==> config.mk <==
export PLATFORM = sky130hd
export DESIGN_NAME = win1d_par_gen
export DESIGN_NICKNAME = d
export VERILOG_FILES = /design/src/rtl/win1d_pkg.sv /design/src/rtl/win1d_shift_reg.sv /design/src/rtl/win1d_ctrl.sv /design/src/rtl/win1d_par_gen.sv
export SDC_FILE = /design/constraint.sdc
export NUM_CORES = 1
export LEC_CHECK = 0
export ABC_AREA = 1
export CAP_MARGIN = 20
export CORE_MARGIN = 2
export CORE_UTILIZATION = 51
export DETAILED_ROUTE_END_ITERATION = 6
export PLACE_DENSITY_LB_ADDON = 0.2
export SLEW_MARGIN = 20
export SYNTH_ARGS = -nofsm -noshare
export SYNTH_HDL_FRONTEND = slang
export SYNTH_SLANG_ARGS = --single-unit
==> constraint.sdc <==
create_clock -name clk -period 3 [get_ports clk]
set_clock_uncertainty 0.15 [all_clocks]
set_input_delay 0.75 -clock clk [delete_from_list [all_inputs] [get_ports clk]]
set_output_delay 0.75 -clock clk [all_outputs]
set_load 0.005 [all_outputs]
==> src/rtl/win1d_pkg.sv <==
package win1d_pkg;

    typedef enum logic [1:0] {
        ST_IDLE = 2'd0,
        ST_LOAD = 2'd1,
        ST_EMIT = 2'd2
    } win_state_e;

endpackage

==> src/rtl/win1d_shift_reg.sv <==
module win1d_shift_reg #(
    parameter int KW    = 3,
    parameter int PIX_W = 32
) (
    input  logic                clk,
    input  logic                rst_n,
    input  logic                clr,
    input  logic                shift,
    input  logic [PIX_W-1:0]    pix_in,
    output logic [KW*PIX_W-1:0] window
);

    localparam int WIN_W = KW * PIX_W;

    logic [WIN_W-1:0] win_q;

    generate
        if (KW == 1) begin : g_single
            always_ff @(posedge clk) begin
                if (!rst_n || clr) begin
                    win_q <= '0;
                end else if (shift) begin
                    win_q <= pix_in;
                end
            end
        end else begin : g_chain
            // newest pixel enters the top slot, the rest move one slot down
            always_ff @(posedge clk) begin
                if (!rst_n || clr) begin
                    win_q <= '0;
                end else if (shift) begin
                    win_q <= {pix_in, win_q[WIN_W-1:PIX_W]};
                end
            end
        end
    endgenerate

    assign window = win_q;

endmodule

==> src/rtl/win1d_ctrl.sv <==
module win1d_ctrl
    import win1d_pkg::*;
#(
    parameter int KW    = 3,
    parameter int IN_W  = 16,
    parameter int IMG_W = 16
) (
    input  logic             clk,
    input  logic             rst_n,
    input  logic             start,
    input  logic [IMG_W-1:0] img_count,
    input  logic             in_valid,
    input  logic             out_ready,
    output logic             in_ready,
    output logic             out_valid,
    output logic             shift,
    output logic             clr
);

    localparam int CNT_W = $clog2(IN_W + 1);
    localparam logic [CNT_W-1:0] FULL_M1  = CNT_W'(KW - 1);
    localparam logic [CNT_W-1:0] FULL_CNT = CNT_W'(KW);
    localparam logic [CNT_W-1:0] LAST_PIX = CNT_W'(IN_W);
    localparam logic [IMG_W-1:0] ONE_IMG  = IMG_W'(1);

    win_state_e       state, state_nx;
    logic [CNT_W-1:0] in_cnt;
    logic [IMG_W-1:0] img_left;
    logic             in_fire, out_fire, pix_done, img_end, go;

    assign in_fire  = in_valid && in_ready;
    assign out_fire = out_valid && out_ready;
    assign pix_done = (in_cnt == LAST_PIX);
    assign img_end  = (state == ST_EMIT) && out_fire && pix_done;
    assign go       = (state == ST_IDLE) && start && (img_count != '0);

    // state register
    always_ff @(posedge clk) begin
        if (!rst_n) begin
            state <= ST_IDLE;
        end else begin
            state <= state_nx;
        end
    end

    // next state
    always_comb begin
        state_nx = state;
        unique case (state)
            ST_IDLE: begin
                if (go) state_nx = ST_LOAD;                         // T_START
            end
            ST_LOAD: begin
                if (in_fire && in_cnt >= FULL_M1) state_nx = ST_EMIT; // T_FULL
            end
            ST_EMIT: begin
                if (out_fire) begin
                    if (in_fire) begin
                        state_nx = ST_EMIT;                         // T_STEP
                    end else if (pix_done) begin
                        state_nx = (img_left == ONE_IMG) ? ST_IDLE  // T_LAST_IMG
                                                         : ST_LOAD; // T_NEXT_IMG
                    end else begin
                        state_nx = ST_LOAD;                         // T_STARVE
                    end
                end
            end
            default: state_nx = ST_IDLE;
        endcase
    end

    // outputs
    always_comb begin
        in_ready  = 1'b0;
        out_valid = 1'b0;
        unique case (state)
            ST_IDLE: begin
                in_ready  = 1'b0;
                out_valid = 1'b0;
            end
            ST_LOAD: begin
                in_ready  = 1'b1;
                out_valid = 1'b0;
            end
            ST_EMIT: begin
                out_valid = 1'b1;
                in_ready  = out_ready && !pix_done;
            end
            default: begin
                in_ready  = 1'b0;
                out_valid = 1'b0;
            end
        endcase
    end

    assign shift = in_fire;
    assign clr   = go || img_end;

    // pixel and image counters
    always_ff @(posedge clk) begin
        if (!rst_n) begin
            in_cnt   <= '0;
            img_left <= '0;
        end else begin
            if (go || img_end) begin
                in_cnt <= '0;
            end else if (in_fire) begin
                in_cnt <= in_cnt + 1'b1;
            end
            if (go) begin
                img_left <= img_count;
            end else if (img_end) begin
                img_left <= img_left - 1'b1;
            end
        end
    end

    // a held window blocks new pixels and stays offered
    a_r6_no_take: assert property (@(posedge clk) disable iff (!rst_n)
        out_valid && !out_ready |-> !in_ready);
    a_r6_hold_valid: assert property (@(posedge clk) disable iff (!rst_n)
        out_valid && !out_ready |=> out_valid);
    // no window before KW pixels of the image are in
    a_r4_no_early: assert property (@(posedge clk) disable iff (!rst_n)
        out_valid |-> in_cnt >= FULL_CNT);
    // a window leaving without a new pixel is not repeated
    a_r5_no_dup: assert property (@(posedge clk) disable iff (!rst_n)
        out_fire && !in_fire |=> !out_valid);
    // pixel counter never passes the image width
    a_r5_cnt_bound: assert property (@(posedge clk) disable iff (!rst_n)
        in_cnt <= LAST_PIX);
    // start during a run does not reload the image count
    a_r10_busy_ignore: assert property (@(posedge clk) disable iff (!rst_n)
        (state != ST_IDLE) && start && !img_end |=> $stable(img_left));

endmodule

==> src/rtl/win1d_par_gen.sv <==
module win1d_par_gen #(
    parameter int KW    = 3,
    parameter int CH    = 4,
    parameter int PREC  = 8,
    parameter int IN_W  = 16,
    parameter int IMG_W = 16
) (
    input  logic                   clk,
    input  logic                   rst_n,
    input  logic                   start,
    input  logic [IMG_W-1:0]       img_count,
    input  logic                   in_valid,
    output logic                   in_ready,
    input  logic [CH*PREC-1:0]     in_data,
    output logic                   out_valid,
    input  logic                   out_ready,
    output logic [KW*CH*PREC-1:0]  out_data
);

    localparam int PIX_W = CH * PREC;
    localparam int WIN_W = KW * PIX_W;

    logic shift, clr;

    win1d_ctrl #(
        .KW    (KW),
        .IN_W  (IN_W),
        .IMG_W (IMG_W)
    ) u_ctrl (
        .clk       (clk),
        .rst_n     (rst_n),
        .start     (start),
        .img_count (img_count),
        .in_valid  (in_valid),
        .out_ready (out_ready),
        .in_ready  (in_ready),
        .out_valid (out_valid),
        .shift     (shift),
        .clr       (clr)
    );

    win1d_shift_reg #(
        .KW    (KW),
        .PIX_W (PIX_W)
    ) u_win (
        .clk    (clk),
        .rst_n  (rst_n),
        .clr    (clr),
        .shift  (shift),
        .pix_in (in_data),
        .window (out_data)
    );

    // a stalled window keeps its contents
    a_r6_data_stable: assert property (@(posedge clk) disable iff (!rst_n)
        out_valid && !out_ready |=> $stable(out_data));
    // an accepted pixel lands in the newest slot
    a_r3_newest_slot: assert property (@(posedge clk) disable iff (!rst_n)
        in_valid && in_ready |=> out_data[WIN_W-1 -: PIX_W] == $past(in_data));

endmodule

## Word level (Yosys, flattened, before mapping)

Cells that the tools add are included.

- Bits of input ports: 53
- Bits in registers: 119

- Muxes and demuxes: 11
- Reduce and logical (&&, ||, !) cells: 17
- $lt $le $gt $ge: 1
- $add $sub $neg: 2
- Bitwise logic cells: 1
- Equality and inequality tests: 7

Operator list:

| kind | number |
|---|---|
| $mux W16 | 2 |
| $eq A16 B1 Y1 const B | 1 |
| $reduce_bool A16 Y1 | 1 |
| $sub A16 B1 Y16 const B | 1 |
| $mux W2 | 5 |
| $logic_and A1 B1 Y1 | 8 |
| $ne A2 B1 Y1 const B | 3 |
| $pmux W2 S3 | 1 |
| $add A5 B1 Y5 const B | 1 |
| $eq A5 B5 Y1 const B | 1 |
| $ge A5 B2 Y1 const B | 1 |
| $reduce_and A3 Y1 | 1 |
| $eq A2 B1 Y1 const B | 1 |
| $eq A2 B2 Y1 const B | 1 |
| $logic_not A1 Y1 | 2 |
| $logic_not A2 Y1 | 1 |
| $logic_or A1 B1 Y1 | 2 |
| $mux W1 | 2 |
| $pmux W1 S2 | 1 |
| $reduce_bool A2 Y1 | 1 |
| $reduce_or A2 Y1 | 1 |
| $not A1 Y1 | 1 |

## Depth between registers and ports, before layout

- Depth in word-level cells: 8
- Gate-level depth with buffers: 13

## Hierarchy

A second synthesis with hierarchy kept.

- Cell total of the unflattened synthesis: 672
- Area, all modules: 5109.9 µm²

Modules (own cells, without submodules):

| module | times used | cells each | area an instance (µm²) |
|---|---|---|---|
| win1d_shift_reg | 1 | 418 | 3470.8 |
| win1d_ctrl | 1 | 254 | 1639.1 |

## Worst setup path after synthesis

No wires, ideal clock.

- Path type: in2out
- From: input out_ready
- To: output in_ready
- Data arrival time: 1117 ps
- Buffers on the path: 0
- Path slack: 983 ps
- Stages on the path: 4
- Cells stage by stage: nand2_1 -> inv_1 -> nand2_1 -> a21boi_0

- Word-level cells in the longest chain between the ends: 2

RTL lines:

| item | RTL line | text |
|---|---|---|
| from (decl) | win1d_par_gen.sv:16 | `input logic out_ready,` |
| $logic_and A1 B1 Y1 | win1d_ctrl.sv:87 | `in_ready = out_ready && !pix_done;` |
| $pmux W1 S2 | win1d_ctrl.sv:76 | `unique case (state)` |
| to (decl) | win1d_par_gen.sv:13 | `output logic in_ready,` |

No other way between the ends.

## Worst setup path after layout

- From: register u_ctrl.in_cnt[0]
- To: output in_ready

- Word-level cells in the longest chain between the ends: 4

RTL lines:

| item | RTL line | text |
|---|---|---|
| from (decl) | win1d_ctrl.sv:27 | `logic [CNT_W-1:0] in_cnt;` |
| from (signal assigned) | win1d_ctrl.sv:108 | `in_cnt <= in_cnt + 1'b1;` |
| $eq A5 B5 Y1 | win1d_ctrl.sv:33 | `assign pix_done = (in_cnt == LAST_PIX);` |
| $logic_not A1 Y1 | win1d_ctrl.sv:87 |  |
| $logic_and A1 B1 Y1 | win1d_ctrl.sv:87 |  |
| $pmux W1 S2 | win1d_ctrl.sv:76 |  |

No other way between the ends.

==> key figures <==
Outcome
  • Outcome: complete, no violations

GRT
  • Remaining Overflow, GRT: 0
  • Initial antenna violation count: 0
  • Largest net degree at the start of global routing: 57
  • First-pass GRT wire length: between 20 and 25 mm
  • Number of global-route vias before repair: roughly 4,700
  • GRT Overall Usage: 0.248

Clock tree
  • Clk_lat worst skew: around 0.52 ns
  • CTS tree: done
  • Clock-pin slew on the worst setup and hold paths: roughly 0.060 ns
  • Hold buffers post-CTS: 0
  • Longest Clk Path Bufs: 2
  • Clock Sinks: ~120
  • TritonCTS Buffers: 17
  • H-tree lvl count: 4
  • Clk Tree Root Cell: clkbuf_8

Logic synthesis
  • Syn_nets: 748
  • Synth area leader: dfxtp_1
  • Post-synth design cell area: 5060 sq um
  • Predominant post-synthesis flop cell: dfxtp_1
  • Post-synth EDFFs: 0
  • Cell with the most instances after synthesis: nand2_1
  • Netlist cell types: 28
  • Syn Inst Count: about 690
  • Post-Syn Area per Cell: between 7 and 8 sq um
  • Main area contributors after synthesis: dfxtp_1 47%, nand2_1 18%, a21oi_1 9.8%
  • Async SR Flop Fraction: 0
  • Seq cells post-synth: between 100 and 150
  • Syn. warnings: 0
  • Commonest cells post-synth: 248 x nand2_1, 119 x dfxtp_1, 99 x a21oi_1
  • Post-synthesis sequential area ratio: 0.471
  • Synth top area share: 0.471

Cells and area
  • Antenna cells: 0
  • Final Cell Area: about 7000 sq um
  • Nets@finish: about 890
  • Area added between synthesis and finish: 42.4%
  • Share of cells above drive strength 1: 0.0807
  • Finished Layout Cells: between 900 and 1,000
  • Seq. cell area: roughly 2400 sq um
  • Multi-input gate area: between 2000 and 2500 sq um
  • Fillcell total: a little over 700

Detailed routing
  • Total wire length: 13.3 mm
  • Remaining DRCs: 0
  • WL/cell: 13.6 um
  • Vias per cell: approximately 5.1
  • Post-DRT Antenna Nets: 0
  • Drt pass-1 iters: 5
  • Vias: roughly 5,000
  • DR iter-0 viols: around 260

Timing
  • # setup viols final: 0
  • Hold WS: approximately 0.31 ns
  • Period utilization: 0.929
  • RSZ-0062 raised after global routing: false
  • Rel. slew slack: 0.667
  • Slew @ Worst Pin: 0.496 ns
  • Fmax achieved: 359 MHz
  • Final Critical Period: between 2 and 3 ns
  • Hold Vio Cnt, Final: 0
  • Final Slew Violations: 0

Pwr
  • Peak VDD IR: approximately 470 uV
  • Lkg Pwr: around 2.6 nW
  • Total power draw: approximately 4.6 mW
  • Cell Pwr Density: about 640 nW/um^2

Worst setup path
  • CP endpoint kind: primary output
  • CP Launch Type: flop
  • R2R Setup Slk: between 0.7 and 0.8 ns
  • R2r endpoint: u_ctrl.img_left[0]
  • R2R depth: 11
  • CP Data Required Time: about 2.1 ns
  • FF-to-FF Start: u_ctrl.state[0]
  • Crit Path Max Fanout: 4
  • Arrival @ worst endpoint: between 1.5 and 2 ns
  • Worst Setup Path Type: reg2out

Worst hold path
  • Min-delay src: u_win.window[31]
  • Worst min path class: reg2reg
  • Hold endpoint: u_win.window[31]
  • Hold depth: 2

Placed design
  • Final GP Congestion: 0.899
  • Port bufs: 150
  • HPWL after detailed placement: 9.03 mm
  • Placed instance area: 6660 sq um
  • Placed Cells: 946

Floorplanning
  • Row cnt: 36
  • Top Ports: between 150 and 200
  • DIE WIDTH: about 100 um
  • Initial core utilization: 0.522
  • Die height: around 100 um
  • Core Area: ~9700 sq um
  • Die Area: roughly 11,000 sq um

Run
  • # Max-Cap Violations: 0
[how the worst max path moves through the flow]
stage / start / end / slack (ns) / cells past startpoint
global route: u_ctrl.in_cnt[0] / in_ready / 0.07 / 8
floorplan: out_ready / in_ready / 0.98 / 4
detailed placement: out_ready / in_ready / -0.04 / 6
finish: u_ctrl.in_cnt[0] / in_ready / 0.21 / 8
CTS: u_ctrl.in_cnt[0] / in_ready / 0.19 / 8
global placement: out_ready / in_ready / 0.01 / 6
[layout by cell type, fill, tap and decap left out, drive strengths merged, types with 12 or more instances in the layout]
| master | synthesis | routed |
|---|---|---|
| dfxtp | 119 | 119 |
| nand2 | 260 | 260 |
| clkdlybuf4s50 | 0 | 149 |
| inv | 38 | 38 |
| a21oi | 109 | 109 |
| nand3 | 29 | 29 |
| buf | 35 | 12 |
| nor2 | 49 | 49 |
| clkbuf | 0 | 20 |
| o21ai | 12 | 12 |
[kinds of logic (layout without fill, tap and decap cells)]
group	after synthesis	after routing	share of synthesized area
simple gates	347	347	0.279
compound gates	131	131	0.142
flops	119	119	0.471
buf+inv	75	232	0.0770
fa+ha+maj	9	9	0.0223
xor+xnor	5	5	0.00866
[critical path, stage by stage (launching register included)]
cell           delay, ns
dfxtp_1             0.35
inv_1               0.10
ha_1                0.21
nand2_1             0.06
inv_1               0.05
nand2_1             0.09
nand2_1             0.09
a21boi_0            0.15
dlygate4sd2_1       0.27
[through the flow]
| step | util | setup WS [ns] | setup TNS (ns) |
|---|---|---|---|
| floorplan | - | 0.983 | 0 |
| global placement | 0.688 | 0.0129 | 0 |
| global route | 0.744 | 0.0716 | 0 |
| finish | 0.744 | 0.214 | 0 |
| detailed placement | 0.688 | -0.0448 | -0.0448 |
| CTS | 0.744 | 0.188 | 0 |
[final cells by class]
| class | instances | share of cell area |
|---|---|---|
| clock buffers | 20 | 0.0605 |
| clock inverters | 10 | 0.0148 |
| inverters | 40 | 0.0210 |
| multi-input cells | 492 | 0.318 |
| flip-flops and latches | 119 | 0.331 |
| well taps | 133 | 0.0231 |
| repair buffers | 162 | 0.231 |
[power by group]
group	switching (mW)	internal, mW
logic	0.658	0.394
clock network	0.682	1.18
registers	0.0659	1.66
total	1.41	3.23
[state kept, by name, indices dropped and copies added (netlist names)]
signal / count
u_ctrl.in_cnt: 5
u_win.window: 96
u_ctrl.img_left: 16
u_ctrl.state: 2
[layer usage]
layer	wire (um)	part of all wire	vias to the layer above	track usage
li1	-	-	2490	-
met1	5380	0.41	2259	0.284
met2	6630	0.50	188	0.428
met3	1080	0.082	16	0.0887
met4	178	0.013	0	0.0859
met5	0	0	-	0
[what timing repair did]
action / CTS / global route
buffers inserted: 0 / 0
setup endpoints to repair: 1 / 0
resized for setup: 2 / 0
No activity file was read; power rests on OpenSTA's default activity.
